[config.mk]
export PLATFORM = sky130hd
export DESIGN_NAME = wdog_feedseq
export DESIGN_NICKNAME = d
export VERILOG_FILES = /design/src/rtl/wdog_pkg.sv /design/src/rtl/wdog_feed_seq.sv /design/src/rtl/wdog_prescaler.sv /design/src/rtl/wdog_down_counter.sv /design/src/rtl/wdog_reset_pulse.sv /design/src/rtl/wdog_feedseq.sv
export SDC_FILE = /design/constraint.sdc
export NUM_CORES = 1
export LEC_CHECK = 0
export ABC_AREA = 1
export BUFFER_PORTS_ARGS = -buffer_cell sky130_fd_sc_hd__buf_4
export CORE_AREA = 8 8 109 111
export CTS_BUF_LIST = sky130_fd_sc_hd__clkbuf_8
export DETAILED_ROUTE_END_ITERATION = 7
export DIE_AREA = 0 0 117 119
export SLEW_MARGIN = 20
export SYNTH_ARGS = -nofsm -noshare
export SYNTH_HDL_FRONTEND = slang
export SYNTH_HIERARCHICAL = 1
export SYNTH_SLANG_ARGS = --single-unit
[constraint.sdc]
create_clock -name clk -period 6.2 [get_ports clk]
set_input_delay 1.24 -clock clk [delete_from_list [all_inputs] [get_ports clk]]
set_output_delay 1.24 -clock clk [all_outputs]
set_load 0.02 [all_outputs]
[src/rtl/wdog_pkg.sv]
package wdog_pkg;
   localparam int ADDR_W = 2;

   typedef enum logic [ADDR_W-1:0] {
      REG_MODE   = 2'd0,
      REG_TCONST = 2'd1,
      REG_FEED   = 2'd2,
      REG_COUNT  = 2'd3
   } wdog_reg_e;

   localparam logic [7:0] KEY_FIRST  = 8'hAA;
   localparam logic [7:0] KEY_SECOND = 8'h55;

   localparam int MB_EN   = 0;
   localparam int MB_RST  = 1;
   localparam int MB_FLAG = 2;
endpackage

[src/rtl/wdog_feed_seq.sv]
module wdog_feed_seq
   import wdog_pkg::*;
(
   input  logic       clk,
   input  logic       rst_n,
   input  logic       access,
   input  logic       feed_wr,
   input  logic [7:0] key,
   output logic       feed_ok
);
   logic armed_q;

   assign feed_ok = armed_q && feed_wr && (key == KEY_SECOND);

   always_ff @(posedge clk or negedge rst_n) begin
      if (!rst_n) begin
         armed_q <= 1'b0;
      end else if (access) begin
         // any access either arms (first key) or disarms the tracker
         armed_q <= feed_wr && (key == KEY_FIRST);
      end
   end
endmodule

[src/rtl/wdog_prescaler.sv]
module wdog_prescaler #(
   parameter int DIV = 4
) (
   input  logic clk,
   input  logic rst_n,
   input  logic clr,
   input  logic run,
   output logic tick
);
   generate
      if (DIV == 1) begin : g_bypass
         assign tick = run;
      end else begin : g_div
         localparam int PW = $clog2(DIV);
         localparam logic [PW-1:0] LAST = PW'(DIV - 1);
         logic [PW-1:0] pre_q;

         assign tick = run && (pre_q == LAST);

         always_ff @(posedge clk or negedge rst_n) begin
            if (!rst_n) begin
               pre_q <= '0;
            end else if (clr) begin
               pre_q <= '0;
            end else if (run) begin
               pre_q <= (pre_q == LAST) ? '0 : pre_q + 1'b1;
            end
         end
      end
   endgenerate
endmodule

[src/rtl/wdog_down_counter.sv]
module wdog_down_counter #(
   parameter int CNT_W = 24
) (
   input  logic             clk,
   input  logic             rst_n,
   input  logic             load,
   input  logic [CNT_W-1:0] load_val,
   input  logic             tick,
   output logic [CNT_W-1:0] cnt,
   output logic             running,
   output logic             expire
);
   logic [CNT_W-1:0] cnt_q;
   logic             run_q;

   assign expire  = run_q && tick && (cnt_q == '0) && !load;
   assign cnt     = cnt_q;
   assign running = run_q;

   always_ff @(posedge clk or negedge rst_n) begin
      if (!rst_n) begin
         cnt_q <= '0;
         run_q <= 1'b0;
      end else if (load) begin
         cnt_q <= load_val;
         run_q <= 1'b1;
      end else if (expire) begin
         run_q <= 1'b0;
      end else if (run_q && tick) begin
         cnt_q <= cnt_q - 1'b1;
      end
   end
endmodule

[src/rtl/wdog_reset_pulse.sv]
module wdog_reset_pulse #(
   parameter int LEN = 4
) (
   input  logic clk,
   input  logic rst_n,
   input  logic start,
   output logic active,
   output logic done
);
   localparam int LW = (LEN > 1) ? $clog2(LEN) : 1;
   localparam logic [LW-1:0] LAST = LW'(LEN - 1);

   logic [LW-1:0] len_q;
   logic          act_q;

   assign active = act_q;
   assign done   = act_q && (len_q == LAST);

   always_ff @(posedge clk or negedge rst_n) begin
      if (!rst_n) begin
         act_q <= 1'b0;
         len_q <= '0;
      end else if (start) begin
         act_q <= 1'b1;
         len_q <= '0;
      end else if (done) begin
         act_q <= 1'b0;
         len_q <= '0;
      end else if (act_q) begin
         len_q <= len_q + 1'b1;
      end
   end
endmodule

[src/rtl/wdog_feedseq.sv]
module wdog_feedseq
   import wdog_pkg::*;
#(
   parameter int DATA_W   = 32,
   parameter int CNT_W    = 24,
   parameter int PRESCALE = 4,
   parameter int RST_LEN  = 4
) (
   input  logic              clk,
   input  logic              rst_n,
   input  logic              bus_wr,
   input  logic              bus_rd,
   input  logic [1:0]        bus_addr,
   input  logic [DATA_W-1:0] bus_wdata,
   output logic [DATA_W-1:0] bus_rdata,
   output logic              chip_rst_o
);
   generate
      if (CNT_W > DATA_W || CNT_W < 1) begin : g_bad_cnt_w
         $error("wdog_feedseq: CNT_W must be 1..DATA_W");
      end
      if (DATA_W < 8) begin : g_bad_data_w
         $error("wdog_feedseq: DATA_W must hold a feed byte");
      end
      if (PRESCALE < 1) begin : g_bad_div
         $error("wdog_feedseq: PRESCALE must be at least 1");
      end
      if (RST_LEN < 1) begin : g_bad_len
         $error("wdog_feedseq: RST_LEN must be at least 1");
      end
   endgenerate

   logic             en_q, rst_en_q, flag_q;
   logic [CNT_W-1:0] tconst_q;
   logic [CNT_W-1:0] cnt;
   logic             running, expire, tick;
   logic             feed_ok, load_ok;
   logic             pulse_active, pulse_done, pulse_start;
   logic             wr_ok, access;

   // writes are dropped while the block is holding the chip in reset
   assign wr_ok   = bus_wr && !pulse_active;
   assign access  = wr_ok || bus_rd;
   assign load_ok = feed_ok && en_q && !pulse_active;
   assign pulse_start = expire && rst_en_q;

   wdog_feed_seq i_seq (
      .clk     (clk),
      .rst_n   (rst_n),
      .access  (access),
      .feed_wr (wr_ok && (bus_addr == REG_FEED)),
      .key     (bus_wdata[7:0]),
      .feed_ok (feed_ok)
   );

   wdog_prescaler #(.DIV(PRESCALE)) i_pre (
      .clk   (clk),
      .rst_n (rst_n),
      .clr   (load_ok),
      .run   (running),
      .tick  (tick)
   );

   wdog_down_counter #(.CNT_W(CNT_W)) i_cnt (
      .clk      (clk),
      .rst_n    (rst_n),
      .load     (load_ok),
      .load_val (tconst_q),
      .tick     (tick),
      .cnt      (cnt),
      .running  (running),
      .expire   (expire)
   );

   wdog_reset_pulse #(.LEN(RST_LEN)) i_pulse (
      .clk    (clk),
      .rst_n  (rst_n),
      .start  (pulse_start),
      .active (pulse_active),
      .done   (pulse_done)
   );

   assign chip_rst_o = pulse_active;

   always_ff @(posedge clk or negedge rst_n) begin
      if (!rst_n) begin
         en_q     <= 1'b0;
         rst_en_q <= 1'b0;
         flag_q   <= 1'b0;
         tconst_q <= '0;
      end else begin
         if (pulse_done) begin
            en_q     <= 1'b0;
            rst_en_q <= 1'b0;
         end else if (wr_ok && bus_addr == REG_MODE) begin
            en_q     <= en_q     | bus_wdata[MB_EN];
            rst_en_q <= rst_en_q | bus_wdata[MB_RST];
         end
         if (expire) begin
            flag_q <= 1'b1;
         end else if (wr_ok && bus_addr == REG_MODE && bus_wdata[MB_FLAG]) begin
            flag_q <= 1'b0;
         end
         if (wr_ok && bus_addr == REG_TCONST) begin
            tconst_q <= bus_wdata[CNT_W-1:0];
         end
      end
   end

   always_comb begin
      bus_rdata = '0;
      unique case (bus_addr)
         REG_MODE: begin
            bus_rdata[MB_EN]   = en_q;
            bus_rdata[MB_RST]  = rst_en_q;
            bus_rdata[MB_FLAG] = flag_q;
         end
         REG_TCONST: bus_rdata[CNT_W-1:0] = tconst_q;
         REG_COUNT:  bus_rdata[CNT_W-1:0] = cnt;
         default:    bus_rdata = '0;
      endcase
   end
endmodule

==> flow_summary.yaml <==
logic_synthesis:
  yosys-top-cells-area: "dfrtp_1, nand2_1, nand3_1"
  synth_top_area_cell: "dfrtp_1"
  ys_types: 32
  syn_inst: 600
  yosys.area_share.simple_pct: 47.1
  synth_compound_area_share_pct: 3.72
  synth_mux_area_share_pct: 0
  synth_area_sq_um: 3960
  synth_xor_area_share_pct: 1.10
  yosysWarnings: 6
  synth_seq_area_share_pct: 36.6
  synth_top_area_share_pct: 36.6
  synthAdderAreaFrac_pct: 1.26
  synth_top_family_by_area: "simple AND/OR/NAND/NOR gates"
  syn_avg_cell_area_sq_um: 6.61
  ys_ff_latch: 58
layout:
  drive_above_1_share_pct: 17.5
  fillers: 1102
  nNetsFinal: 687
  area_growth_pct: 15.8
  diodes: 0
  postLayoutCellArea_sq_um: 4590
  stdcell_count: 786
critical_path:
  cp.required_ps: 6440
  cp.arrival_ps: 4530
  rr_worst_depth: 14
  cp-end-kind: "register"
  worst-path-max-fanout: 32
  crit_type: "in -> reg"
  start_kind: "input port"
place:
  dp_hpwl_microns: 7490
  pre_cts_ws_ps: 1510
  placed_area_sq_um: 4360
  place.port_buffers: 54
  place.gp.congestion: 0.894
  placed_cells: 770
sta:
  worstMarginPinSlew_ps: 1010
  hold_viol: 0
  setup_violations: 0
  fin_worst_skew_ps: 13.0
  setup_ws_ps: 1900
  relSlewSlack_pct: 32.8
  rsz0062_at_grt: "no"
  setup_tns_ps: 0
  max_freq_mhz: 233
  finalCriticalPeriod_ps: 4300
  min_period_over_period_pct: 69.3
  drv_slew: 0
floorplanning:
  core_sq_um: 10100
  start_util_pct: 39.3
  ioPinCount: 71
  die_w_microns: 117
  die_h_microns: 119
  fp.dieArea_sq_um: 13900
  rows: 37
routing:
  wirelength_microns: 10400
  drtAntennaViolNets: 0
  vias: 3755
  via_per_inst: 4.78
  drc: 0
  drt_iter0_drc: 218
  wl_per_cell_microns: 13.3
  dr.pass1.iters: 4
clocking:
  htree_levels: 3
  clk_pin_slew_ps: 80
  numCtsBuffers: 9
  cts_sinks: 58
  postCtsSetupRepairBufs: 0
  ctsResizeCount: 0
  worstSkewPairLatency_ps: 350
  clockRootBuffer: "clkbuf_8"
  cts_hold_buf: 0
  clockBufferDepth: 2
  cts_tree: "built"
flow_run:
  cap_violations: 0
power_and_ir_drop:
  peakVddDrop_mv: 0.130
  p_per_area_nw_per_um2: 208
  p_leak_uw: 0.00245
global_route:
  grt_pass1_wl_microns: 17600
  antenna_found_initial: 0
  grt_pass1_vias: 3698
  track_usage_pct: 15.6
  grt.overflow.total: 0
  grt_max_degree: 59
min_path:
  holdCritPathClass: "reg -> reg"
  hold_depth: 2
outcome:
  status: "complete, no violations"
flip-flops by register name (all words and copies together), names as in the netlist:
| register | flops |
|---|---|
| i_pulse/active | 1 |
| i_pulse/len_q | 2 |
| i_seq/armed_q | 1 |
| i_cnt/cnt | 24 |
| i_cnt/running | 1 |
| rst_en_q | 1 |
| tconst_q | 24 |
| i_pre/g_div.pre_q | 2 |
| flag_q | 1 |
| en_q | 1 |
layout make-up:
cell class	instances	area (sq um)	share of cell area [%]
clock buffer	9	124	2.70
clock inverter	7	103	2.23
inverter	48	185	4.03
multi-input combinational	472	2140	46.6
sequential	58	1450	31.6
tap	136	170	3.71
timing repair buffer	56	420	9.16
placed cells by master (no fill, tap or decap):
master / Yosys / layout
nand4_1: 8 / 8
buf_4: 13 / 56
inv_6: 0 / 1
nand3b_1: 4 / 4
clkbuf_8: 0 / 9
and2_1: 1 / 1
inv_1: 41 / 41
clkinv_1: 1 / 1
xnor2_1: 4 / 4
a31oi_1: 1 / 1
clkinvlp_4: 0 / 1
nand2_4: 2 / 2
xor2_1: 1 / 1
nor2_1: 55 / 55
and3_1: 1 / 1
o21bai_1: 1 / 1
ha_1: 4 / 4
a21oi_1: 2 / 2
conb_1: 1 / 8
nand3_2: 3 / 3
nor2_4: 5 / 5
o21ai_1: 1 / 1
dfrtp_1: 58 / 58
nand3_1: 69 / 69
nand2_2: 4 / 4
nand2_1: 268 / 268
bufinv_16: 0 / 2
nor2_2: 6 / 6
inv_2: 5 / 5
or2_2: 7 / 7
o21ai_2: 9 / 9
clkinv_4: 1 / 4
o21ai_0: 8 / 8
Yosys cell counts:
cell type,n
xor2_1,1
clkbuf_1,4
inv_1,41
clkinv_4,1
a31oi_1,1
nand2_2,4
nor2_4,5
nor2_2,6
or2_2,7
inv_2,5
buf_4,13
nand2_1,268
buf_2,5
o21ai_0,8
dfrtp_1,58
nor2_1,55
and3_1,1
conb_1,1
nand3_2,3
xnor2_1,4
o21ai_1,1
nand3_1,69
ha_1,4
clkinv_1,1
a21oi_1,2
nand3b_1,4
nand4_1,8
o21ai_2,9
nand2_4,2
and2_1,1
o21bai_1,1
buf_6,7
through the flow:
step | power (uW) | utilization, % | hold slack, ps
floorplan | 507 | - | 442
global placement | 561 | 43.2 | 459
detailed placement | 564 | 43.2 | 473
CTS | 968 | 45.5 | 493
global route | 1000 | 45.5 | 514
finish | 955 | 45.5 | 487
worst max-delay path, cell delays in order:
cell and delay (ps):
buf_4 80, inv_1 30, nor2_2 60, buf_4 320, and3_1 230, nand2_1 50, nand3b_1 140, nor2_1 100
nand2_1 60, nor2_1 80, buf_4 300, clkinv_1 710, nand2_4 690, clkinv_4 240, nand2_1 110, nand2_1 60
path summary, 6_finish.rpt:
check	from	end	slack (ps)
max	bus_wr	i_cnt/cnt[20]$_DFFE_PN0P_	1900
min	flag_q$_DFFE_PN0P_	flag_q$_DFFE_PN0P_	490
max reg2reg	i_pulse/active$_DFFE_PN0P_	i_cnt/cnt[20]$_DFFE_PN0P_	2360
min reg2reg	flag_q$_DFFE_PN0P_	flag_q$_DFFE_PN0P_	490
max in group asynchronous	rst_n	i_cnt/cnt[16]$_DFFE_PN0P_	4740
min in group asynchronous	rst_n	tconst_q[9]$_DFFE_PN0P_	960
cells by family (layout without fill, tap and decap cells):
| logic type | Yosys count | in the layout |
|---|---|---|
| adders and majority gates | 4 | 4 |
| AOI/OAI and AO/OA | 22 | 22 |
| and+or+nand+nor | 433 | 433 |
| DFF | 58 | 58 |
| buffers and inverters | 77 | 120 |
| xor gates and xnor gates | 5 | 5 |
| other | 1 | 8 |
layer usage:
layer | GRT usage [%] | vias up | share of wire [%]
met5 | 0 | - | 0
met4 | 5.12 | 0 | 0.94
met3 | 3.28 | 7 | 6.4
met2 | 25.8 | 85 | 48
met1 | 19.7 | 1715 | 45
li1 | - | 1948 | -
where the power goes:
group	switching, uW	internal [uW]
clock	171	229
combinational	75.1	47.4
sequential	25.5	406
total	272	683
Power figures use the tool's default switching activity.
